$ cat config.mk
export PLATFORM = sky130hd
export DESIGN_NAME = tdr_dma
export DESIGN_NICKNAME = d
export VERILOG_FILES = /design/src/rtl/tdr_pkg.sv /design/src/rtl/tdr_irq.sv /design/src/rtl/tdr_fifo.sv /design/src/rtl/tdr_dma.sv
export SDC_FILE = /design/constraint.sdc
export NUM_CORES = 1
export LEC_CHECK = 0
export ABC_AREA = 1
export BUFFER_PORTS_ARGS = -buffer_cell sky130_fd_sc_hd__buf_2
export CORE_MARGIN = 2
export CORE_UTILIZATION = 44
export CTS_CLUSTER_SIZE = 8
export DETAILED_ROUTE_END_ITERATION = 7
export PLACE_DENSITY = 0.67
export SYNTH_ARGS = -nofsm -noshare
export SYNTH_HDL_FRONTEND = slang
export SYNTH_SLANG_ARGS = --single-unit
$ cat constraint.sdc
create_clock -name clk -period 2.9 [get_ports clk]
set_input_delay 0.29 -clock clk [delete_from_list [all_inputs] [get_ports clk]]
set_output_delay 0.29 -clock clk [all_outputs]
set_load 0.05 [all_outputs]
$ cat src/rtl/tdr_pkg.sv
package tdr_pkg;
    localparam int WORD_W = 32;
    localparam int NFLAG  = 6;

    // descriptor word 0 bits
    localparam int OWN_B = 31;
    localparam int IC_B  = 30;
    localparam int LS_B  = 29;
    localparam int FS_B  = 28;
    localparam int UF_B  = 27;
    localparam int DE_B  = 26;

    // status flag positions
    localparam int FL_TI  = 0;
    localparam int FL_TU  = 1;
    localparam int FL_UNF = 2;
    localparam int FL_DE  = 3;
    localparam int FL_NIS = 4;
    localparam int FL_AIS = 5;

    typedef enum logic [3:0] {
        S_IDLE, S_RD0, S_CHK0, S_CHK1, S_DECIDE,
        S_PRE0, S_PRE1, S_PRE2, S_CPRD, S_CPWR,
        S_CLOSE, S_PROMO, S_DERR, S_ABORT, S_SUSP
    } tdr_state_e;
endpackage

$ cat src/rtl/tdr_irq.sv
module tdr_irq #(
    parameter int NF = 6
) (
    input  logic          clk,
    input  logic          rst_n,
    input  logic [NF-1:0] set_i,
    input  logic [NF-1:0] clr_i,
    output logic [NF-1:0] flags_o
);
    always_ff @(posedge clk or negedge rst_n) begin
        if (!rst_n) flags_o <= '0;
        else        flags_o <= (flags_o & ~clr_i) | set_i;
    end
endmodule

$ cat src/rtl/tdr_fifo.sv
module tdr_fifo #(
    parameter int DW    = 32,
    parameter int DEPTH = 8,
    localparam int AW = (DEPTH > 1) ? $clog2(DEPTH) : 1,
    localparam int LW = $clog2(DEPTH) + 1
) (
    input  logic          clk,
    input  logic          rst_n,
    input  logic          flush,
    input  logic          push,
    input  logic [DW-1:0] push_data,
    input  logic          push_last,
    input  logic          pop,
    output logic [DW-1:0] pop_data,
    output logic          pop_last,
    output logic          full,
    output logic          empty,
    output logic          underflow,
    output logic [LW-1:0] level,
    input  logic [LW-1:0] thresh,
    input  logic          sf_mode,
    output logic          go
);
    logic [DW:0]   store [DEPTH];
    logic [AW-1:0] wp, rp;
    logic [LW-1:0] frames;
    logic          do_push, do_pop;

    assign full      = (level == LW'(DEPTH));
    assign empty     = (level == '0);
    assign do_push   = push && !full;
    assign do_pop    = pop && !empty;
    assign underflow = pop && empty;
    assign pop_data  = store[rp][DW-1:0];
    assign pop_last  = store[rp][DW];
    assign go        = (frames != '0) || (!sf_mode && !empty && (level >= thresh));

    function automatic logic [AW-1:0] bump(input logic [AW-1:0] p);
        return (p == AW'(DEPTH - 1)) ? '0 : p + 1'b1;
    endfunction

    always_ff @(posedge clk) begin
        if (do_push && !flush) store[wp] <= {push_last, push_data};
    end

    always_ff @(posedge clk or negedge rst_n) begin
        if (!rst_n) begin
            wp <= '0; rp <= '0; level <= '0; frames <= '0;
        end else if (flush) begin
            wp <= '0; rp <= '0; level <= '0; frames <= '0;
        end else begin
            if (do_push) wp <= bump(wp);
            if (do_pop)  rp <= bump(rp);
            level  <= level + LW'(do_push) - LW'(do_pop);
            frames <= frames + LW'(do_push && push_last) - LW'(do_pop && pop_last);
        end
    end
endmodule

$ cat src/rtl/tdr_dma.sv
module tdr_dma
    import tdr_pkg::*;
#(
    parameter int ADDR_W      = 16,
    parameter int RING_LEN    = 4,
    parameter int DESC_STRIDE = 2,
    parameter int RING_BASE   = 0,
    parameter int FIFO_DEPTH  = 8,
    localparam int IDX_W = (RING_LEN > 1) ? $clog2(RING_LEN) : 1,
    localparam int LVL_W = $clog2(FIFO_DEPTH) + 1
) (
    input  logic              clk,
    input  logic              rst_n,
    input  logic              run_en,
    input  logic              poll_req,
    input  logic [NFLAG-1:0]  irq_clr,
    output logic [NFLAG-1:0]  irq_flags,
    output logic              mem_en,
    output logic              mem_we,
    output logic [ADDR_W-1:0] mem_addr,
    output logic [WORD_W-1:0] mem_wdata,
    input  logic [WORD_W-1:0] mem_rdata,
    input  logic              sf_mode,
    input  logic [LVL_W-1:0]  tx_thresh,
    input  logic              line_pop,
    output logic [WORD_W-1:0] line_data,
    output logic              line_last,
    output logic              line_go,
    output logic [LVL_W-1:0]  fifo_level
);
    localparam logic [WORD_W-1:0] OWN_M = WORD_W'(1) << OWN_B;
    localparam logic [WORD_W-1:0] UF_M  = WORD_W'(1) << UF_B;
    localparam logic [WORD_W-1:0] DE_M  = WORD_W'(1) << DE_B;

    tdr_state_e        state, nxt;
    logic [IDX_W-1:0]  idx;
    logic [WORD_W-1:0] cur_w0, cur_w1, sh_w0, sh_w1;
    logic [15:0]       cnt;
    logic              in_frame;

    logic              fifo_push, fifo_last, fifo_flush, fifo_full, fifo_empty, fifo_uf;
    logic [NFLAG-1:0]  flag_set;

    logic [15:0]       buf_len;
    logic [ADDR_W-1:0] slot_a, next_a, buf_a;
    logic [IDX_W-1:0]  idx_next;
    logic              abortable;

    function automatic logic [ADDR_W-1:0] slot_addr(input logic [IDX_W-1:0] i);
        return ADDR_W'(RING_BASE + int'(i) * DESC_STRIDE);
    endfunction

    assign idx_next  = (idx == IDX_W'(RING_LEN - 1)) ? '0 : idx + 1'b1;
    assign slot_a    = slot_addr(idx);
    assign next_a    = slot_addr(idx_next);
    assign buf_len   = cur_w1[15:0];
    assign buf_a     = ADDR_W'(cur_w1[31:16]) + ADDR_W'(cnt);
    assign abortable = in_frame && (state inside {S_DECIDE, S_PRE0, S_PRE1, S_PRE2, S_CPRD, S_CPWR});

    // state register
    always_ff @(posedge clk or negedge rst_n) begin
        if (!rst_n) state <= S_IDLE;
        else        state <= nxt;
    end

    // transitions
    always_comb begin
        nxt = state;
        unique case (state)
            S_IDLE:   if (run_en) nxt = S_RD0;
            S_RD0:    nxt = S_CHK0;
            S_CHK0:   nxt = mem_rdata[OWN_B] ? S_CHK1 : S_SUSP;
            S_CHK1:   nxt = S_DECIDE;
            S_DECIDE: begin
                if (cur_w0[LS_B] && buf_len == '0) nxt = S_DERR;
                else if (!cur_w0[LS_B])            nxt = S_PRE0;
                else                               nxt = S_CPRD;
            end
            S_PRE0:   nxt = S_PRE1;
            S_PRE1:   nxt = S_PRE2;
            S_PRE2:   nxt = S_CPRD;
            S_CPRD: begin
                if (cnt == buf_len)  nxt = S_CLOSE;
                else if (!fifo_full) nxt = S_CPWR;
            end
            S_CPWR:   nxt = S_CPRD;
            S_CLOSE: begin
                if (cur_w0[LS_B])      nxt = run_en ? S_RD0 : S_IDLE;
                else if (sh_w0[OWN_B]) nxt = S_PROMO;
                else                   nxt = S_SUSP;
            end
            S_PROMO:  nxt = S_DECIDE;
            S_DERR:   nxt = S_SUSP;
            S_ABORT:  nxt = S_SUSP;
            S_SUSP:   if (poll_req) nxt = S_RD0;
            default:  nxt = S_IDLE;
        endcase
        if (fifo_uf && abortable) nxt = S_ABORT;
    end

    // outputs
    always_comb begin
        mem_en     = 1'b0;
        mem_we     = 1'b0;
        mem_addr   = '0;
        mem_wdata  = '0;
        fifo_push  = 1'b0;
        fifo_last  = 1'b0;
        fifo_flush = 1'b0;
        flag_set   = '0;
        unique case (state)
            S_RD0: begin
                mem_en   = 1'b1;
                mem_addr = slot_a;
            end
            S_CHK0: begin
                if (mem_rdata[OWN_B]) begin
                    mem_en   = 1'b1;
                    mem_addr = slot_a + ADDR_W'(1);
                end else begin
                    flag_set[FL_TU]  = 1'b1;
                    flag_set[FL_NIS] = 1'b1;
                end
            end
            S_PRE0: begin
                mem_en   = 1'b1;
                mem_addr = next_a;
            end
            S_PRE1: begin
                mem_en   = 1'b1;
                mem_addr = next_a + ADDR_W'(1);
            end
            S_CPRD: begin
                if (cnt != buf_len && !fifo_full) begin
                    mem_en   = 1'b1;
                    mem_addr = buf_a;
                end
            end
            S_CPWR: begin
                fifo_push = 1'b1;
                fifo_last = cur_w0[LS_B] && (cnt == buf_len - 16'd1);
            end
            S_CLOSE: begin
                mem_en    = 1'b1;
                mem_we    = 1'b1;
                mem_addr  = slot_a;
                mem_wdata = cur_w0 & ~(OWN_M | UF_M | DE_M);
                if (cur_w0[LS_B] && cur_w0[IC_B]) begin
                    flag_set[FL_TI]  = 1'b1;
                    flag_set[FL_NIS] = 1'b1;
                end
                if (!cur_w0[LS_B] && !sh_w0[OWN_B]) begin
                    flag_set[FL_TU]  = 1'b1;
                    flag_set[FL_NIS] = 1'b1;
                end
            end
            S_DERR: begin
                mem_en    = 1'b1;
                mem_we    = 1'b1;
                mem_addr  = slot_a;
                mem_wdata = (cur_w0 & ~(OWN_M | UF_M)) | DE_M;
                flag_set[FL_DE]  = 1'b1;
                flag_set[FL_AIS] = 1'b1;
            end
            S_ABORT: begin
                mem_en     = 1'b1;
                mem_we     = 1'b1;
                mem_addr   = slot_a;
                mem_wdata  = (cur_w0 & ~(OWN_M | DE_M)) | UF_M;
                fifo_flush = 1'b1;
                flag_set[FL_UNF] = 1'b1;
                flag_set[FL_AIS] = 1'b1;
            end
            default: ;
        endcase
    end

    // datapath registers
    always_ff @(posedge clk or negedge rst_n) begin
        if (!rst_n) begin
            idx      <= '0;
            cur_w0   <= '0;
            cur_w1   <= '0;
            sh_w0    <= '0;
            sh_w1    <= '0;
            cnt      <= '0;
            in_frame <= 1'b0;
        end else begin
            unique case (state)
                S_CHK0: begin
                    in_frame <= mem_rdata[OWN_B];
                    if (mem_rdata[OWN_B]) cur_w0 <= mem_rdata;
                end
                S_CHK1:   cur_w1 <= mem_rdata;
                S_DECIDE: cnt <= '0;
                S_PRE1:   sh_w0 <= mem_rdata;
                S_PRE2:   sh_w1 <= mem_rdata;
                S_CPWR:   cnt <= cnt + 16'd1;
                S_CLOSE: begin
                    idx <= idx_next;
                    if (cur_w0[LS_B] || !sh_w0[OWN_B]) in_frame <= 1'b0;
                end
                S_PROMO: begin
                    cur_w0 <= sh_w0;
                    cur_w1 <= sh_w1;
                end
                S_DERR, S_ABORT: begin
                    idx      <= idx_next;
                    in_frame <= 1'b0;
                end
                default: ;
            endcase
        end
    end

    tdr_fifo #(.DW(WORD_W), .DEPTH(FIFO_DEPTH)) u_fifo (
        .clk       (clk),
        .rst_n     (rst_n),
        .flush     (fifo_flush),
        .push      (fifo_push),
        .push_data (mem_rdata),
        .push_last (fifo_last),
        .pop       (line_pop),
        .pop_data  (line_data),
        .pop_last  (line_last),
        .full      (fifo_full),
        .empty     (fifo_empty),
        .underflow (fifo_uf),
        .level     (fifo_level),
        .thresh    (tx_thresh),
        .sf_mode   (sf_mode),
        .go        (line_go)
    );

    tdr_irq #(.NF(NFLAG)) u_irq (
        .clk     (clk),
        .rst_n   (rst_n),
        .set_i   (flag_set),
        .clr_i   (irq_clr),
        .flags_o (irq_flags)
    );
endmodule

== Word level (Yosys, flattened, before mapping) ==
Memory sizes are Yosys's and may differ from the RTL's.
Index checks and enable logic that the tools add are counted.
Word-level totals
  register bits: 170
  RAM bits: 264
  output and inout bits: 94
  word-level logic and storage cells: 148
  memories: 1
Operators by class
  add/sub/neg operators: 12
  $lt $le $gt $ge: 1
  equal/unequal tests: 26
  mux-type cells: 49
  bitwise gates (word level): 3
  reduce and logical (&&, ||, !) cells: 43
Memory list
  u_fifo.store: words 8, width 33, rd ports 1, clocked after memory_dff 0, write ports 1, RTL line tdr_fifo.sv:24  | logic [DW:0] store [DEPTH];
Operators with widths (number)
  $pmux W31 S3: 1
  $pmux W16 S5: 1
  $pmux W32 S2: 1
  $pmux W31 S2: 1
  $mux W4: 12
  $pmux W4 S12: 1
  $eq A16 B16 Y1: 2
  $eq A4 B4 Y1 const B: 8
  $pmux W16 S2: 1
  $mux W31: 1
  $mux W3: 7
  $mux W1: 17
  $add A16 B1 Y16 const B: 1
  $add A16 B16 Y16: 1
  $eq A4 B3 Y1 const B: 4
  $logic_not A16 Y1: 1
  $mux W16: 1
  $ne A16 B16 Y1: 1
  $sub A16 B1 Y16 const B: 1
  $logic_and A1 B1 Y1: 15
  $reduce_bool A2 Y1: 5
  $add A3 B1 Y4 const B: 2
  $add A4 B1 Y4: 2
  $eq A4 B2 Y1 const B: 2
  other kinds (28): 45

== Depth between registers and ports, before layout ==
  depth after elaboration: 8
  depth in mapped cells: 17
  gate-level depth less buffers: 17

== By module ==
From an unflattened synthesis, not the netlist that was laid out.
Unflattened totals
  cell total of the unflattened synthesis: 2219
  area total of the unflattened synthesis: 20184.4 µm²
By module, submodules not included
  tdr_fifo: times used 1, cells each 1018, area an instance 11591.1 µm², seq. area each 8277.9 µm²
  tdr_dma: times used 1, cells each 1171, area an instance 8353.0 µm², seq. area each 3653.5 µm²
  tdr_irq: times used 1, cells each 30, area an instance 240.2 µm², seq. area each 150.1 µm²

== Worst setup path after synthesis ==
No wires, ideal clock.
  path kind: register to register
  start point: register u_fifo.level[2]
  end point: memory u_fifo.store[0][0] (netlist name), enable pin
  data arrival time: 2932 ps
  path slack: -455 ps
  stages on the path, launching flop included: 8
  buffers on the path: 0
  period minus slack after synthesis: 3355 ps
  cell sequence: dfrtp_1 inv_1 ha_1 nand3_1 inv_1 nor2_2 nand2_1 nor2_1
On the way
  word-level cells in the longest chain between the ends: 6
RTL lines
  start, declared: RTL line tdr_fifo.sv:19  | output logic [LW-1:0] level,
  start signal, assigned: RTL line tdr_fifo.sv:54  | level <= level + LW'(do_push) - LW'(do_pop);
  $eq A4 B4 Y1: RTL line tdr_fifo.sv:29  | assign full = (level == LW'(DEPTH));
  $logic_not A1 Y1: RTL line tdr_fifo.sv:31  | assign do_push = push && !full;
  $logic_and A1 B1 Y1: RTL line tdr_fifo.sv:31
  $logic_and A1 B1 Y1: RTL line tdr_fifo.sv:43  | if (do_push && !flush) store[wp] <= {push_last, push_data};
  $mux W1: RTL line tdr_fifo.sv:43
  $mux W1 (not written as such): RTL line tdr_fifo.sv:43
  end, declared: RTL line tdr_fifo.sv:24
No other way between the ends.

== Worst setup path after layout ==
  start point: register u_fifo.rp[0]
  end point: output line_data[28]
On the way
  word-level cells in the longest chain between the ends: 1
RTL lines
  start, declared: RTL line tdr_fifo.sv:25  | logic [AW-1:0] wp, rp;
  start signal, assigned: RTL line tdr_fifo.sv:53  | if (do_pop) rp <= bump(rp);
  $mem_v2 Z8 W33
  end, declared: RTL line tdr_dma.sv:26  | output logic [WORD_W-1:0] line_data,
No other way between the ends.

==> metrics.cfg <==
[clocking]
path_clk_slew_ns = 0.06
clock_latency_at_the_later_pin_of_the_worst_skew_pair_ns = 0.61
clock_sink_count = 430
tritoncts = yes
clock_root_buffer = clkbuf_16
max-clock-path-buffers = 3
cts_buffers = 59
cts-htree-levels = 2

[floorplanning]
ioPinCount = 142
fp.coreArea_um2 = 44000
design.die.area_um2 = 46100
cell_row_count = 77
chipHeight_um = 215
dieWidth_um = 215
initial_core_util = 0.443

[setup_path]
crit_path_top_delay_cell = dfrtp_4
worst-path-stages = 7
critical_path.top_delay_family = buffers and inverters
worst_path_largest_cell_delay_ns = 0.55
worst_ep_required_time_ns = 2.61
critical_path.cell_chain = clkinv_2, buf_16, o21ai_0, o22ai_1, nor2_1, a31oi_1, clkbuf_4
timing.setup.critical_path_class = register to primary output
worstSetupEndpointType = primary output
critPathArrivalTime_ns = 2.56
worst-r2r-cell-count = 11
timing.critical_path.fanout_max = 40
critical_path.n_buffers_inverters = 3
crit_path_start_kind = register

[sta]
final.setup.worst_slack_ns = 0.0514
timing_worst_slew_pin_value_ns = 0.645
period_minus_slack_ns = 2.85
final_hold_viol_count = 0
post_route_skew_ns = 0.0397
relSlewSlack = 0.570
rsz0062_at_grt = true
finalSetupViolations = 0
drv_slew = 0
whs_ns = 0.0213
final_min_period_over_clock_period = 0.982
max_freq_mhz = 351

[power_and_ir_drop]
power_switching_uw = 10400
power_leakage_uw = 0.00972
cellInternalPower_uw = 14400
power.clock.fraction = 0.248
seqPwrFrac = 0.340
ir_worst_vdd_mv = 0.750
power_per_cell_area_nw_per_um2 = 1060
p_sw_frac = 0.420
power_frac_comb = 0.412

[logic_synthesis]
async_reset_ff_frac = 0.386
synth_top_cell_by_area = edfxtp_1
yosys.cell_count.top_type = nor2_1
post_synth_net_total = 2084
synth-edff-count = 264
synth_seq_cells = 430
synth_top_cell_area_share = 0.406
yosys-top-cells-area = edfxtp_1, dfrtp_1, nor2_1
yosysSeqAreaShare = 0.619
post_synthesis_cell_count = 1996
synthesized_area_um2 = 19500
synth.avg_cell_area_um2 = 9.78
synthTopCellsByCount = nor2_1, nand2_1, edfxtp_1
yosysUniqueCellTypes = 42
number_of_synthesis_warnings = 0
ys.flop_type = edfxtp_1

[global_routing]
number_of_antenna_violations_at_the_first_check_in_global_routing = 0
first_global_vias = 14700
grt_max_degree = 65
groute.usage.overall = 0.227
grt-ovfl-total = 0
grt_first_pass_wirelength_um = 82000

[placed_design]
input_output_buffers = 140
dp_worst_setup_slack_ns = 0.242
sum_of_net_half_perimeters_after_detailed_placement_um = 33400
place_congestion = 0.894

[drt]
drt_first_pass_iters = 6
drt-wirelength-per-cell_um = 18.7
count_of_nets_left_with_antenna_violations_after_detail_routing = 0
routed_wl_um = 52400
drt-initial-drc-count = 1311
route.detailed.drc = 0
vias_per_cell = 5.30
routed_vias = 14800

[layout]
diodes = 0
nNetsFinal = 2268
fraction_of_layout_instances_using_a_drive_strength_above_1 = 0.148
area.growth.synth_to_final_pct = 19.5

[job]
drv_cap = 0

[run_status]
outcome = completed

[min_path]
holdCritPathClass = input port to register
hold_path_depth = 1

==> state kept, by name, indices dropped and copies added (netlist names), 2 cells and up <==
| name | flops |
|---|---|
| idx | 2 |
| u_fifo.wp | 3 |
| cnt | 16 |
| cur_w0 | 29 |
| u_fifo.level | 4 |
| state | 4 |
| cur_w1 | 32 |
| u_fifo.frames | 4 |
| sh_w0 | 30 |
| u_fifo.store | 264 |
| u_irq.flags_o | 6 |
| u_fifo.rp | 3 |
| sh_w1 | 32 |
==> timing repair <==
item                                    CTS  global route
setup buffers                             1             6
resized for setup                        35            45
pin swaps                                 1             5
endpoints found under the hold margin   229             0
gates cloned                              1             0
endpoints found under the setup margin   33            22
hold buffers                             29             0
==> metal layers <==
layer | GRT usage | vias up | wire [µm]
met5 | 0 | - | 0
met4 | 0.0759 | 0 | 1520
met3 | 0.0325 | 93 | 3040
met2 | 0.373 | 483 | 24800
met1 | 0.311 | 7160 | 22900
li1 | - | 7091 | -
==> cell usage in the layout, fill, tap and decap left out, types with 3 or more instances in the layout <==
cell / n
nor2_1: 392
nand2_1: 292
edfxtp_1: 264
o21ai_0: 210
inv_1: 182
dfrtp_1: 156
buf_2: 120
a21oi_1: 76
clkbuf_16: 59
nand3_1: 37
o22ai_1: 37
a31oi_1: 34
buf_4: 34
o211ai_1: 31
ha_1: 29
dlygate4sd3_1: 29
clkbuf_1: 22
nor2_4: 14
nand4_1: 13
o21ai_1: 13
buf_12: 13
nor2_2: 12
xnor2_1: 11
xor2_1: 10
a22oi_1: 10
nand2_2: 9
dfrtp_2: 9
inv_2: 8
buf_6: 6
a21o_1: 5
a21oi_2: 4
nor3_1: 4
ha_2: 4
ha_4: 4
clkbuf_4: 4
a31oi_2: 3
==> per-stage QoR <==
stage	power (µW)	instances	TNS, ns	util	area, µm²
after floorplan	15500	1996	-104.99	-	19500
after global placement	18000	2674	0	0.478	21100
after detailed placement	18300	2674	0	0.478	21100
after CTS	24700	2789	0	0.525	23100
after global routing	26300	2795	-0.312	0.530	23300
final	24800	2795	0	0.530	23300
==> power by group through the flow <==
stage,combinational [µW],clock (µW),sequential [µW]
2_1_floorplan,7090,0,8430
3_3_place_gp,9580,0,8450
3_5_place_dp,9750,0,8500
4_1_cts,10100,6240,8410
5_1_grt,11200,6520,8550
6_report,10200,6150,8430
==> cell families after synthesis <==
| logic type | count (synthesis) | share of synthesized area |
|---|---|---|
| fa+ha+maj | 40 | 0.0268 |
| flops | 430 | 0.619 |
| compound gates | 433 | 0.123 |
| mux | 2 | 0.00103 |
| other cells | 1 | 0.000192 |
| xor+xnor | 25 | 0.0112 |
| simple gates | 785 | 0.161 |
| buf+inv | 280 | 0.0573 |
==> cell type report <==
class / instances / area [µm²]
Clock buffer: 81 / 1560
Clock inverter: 3 / 58.8
Fill cell: 3881 / 20700
Multi-Input combinational cell: 1286 / 6560
Sequential cell: 430 / 12100
Timing Repair Buffer: 210 / 1590
Tap cell: 592 / 741
Inverter: 193 / 731
==> path summary, 6_finish.rpt <==
kind	to	start	slack (ns)
min in group asynchronous	u_irq.flags_o[5]	rst_n	0.26
max in group asynchronous	cnt[7]	rst_n	1.93
worst min register to register	sh_w1[27]	sh_w1[27]	0.47
worst min-delay path	u_fifo.store[5][21]	mem_rdata[21]	0.02
worst max-delay path	line_data[28]	u_fifo.rp[0]	0.05
worst max register to register	u_fifo.frames[2]	u_fifo.rp[0]	0.27
No activity file was read; power rests on OpenSTA's default activity.
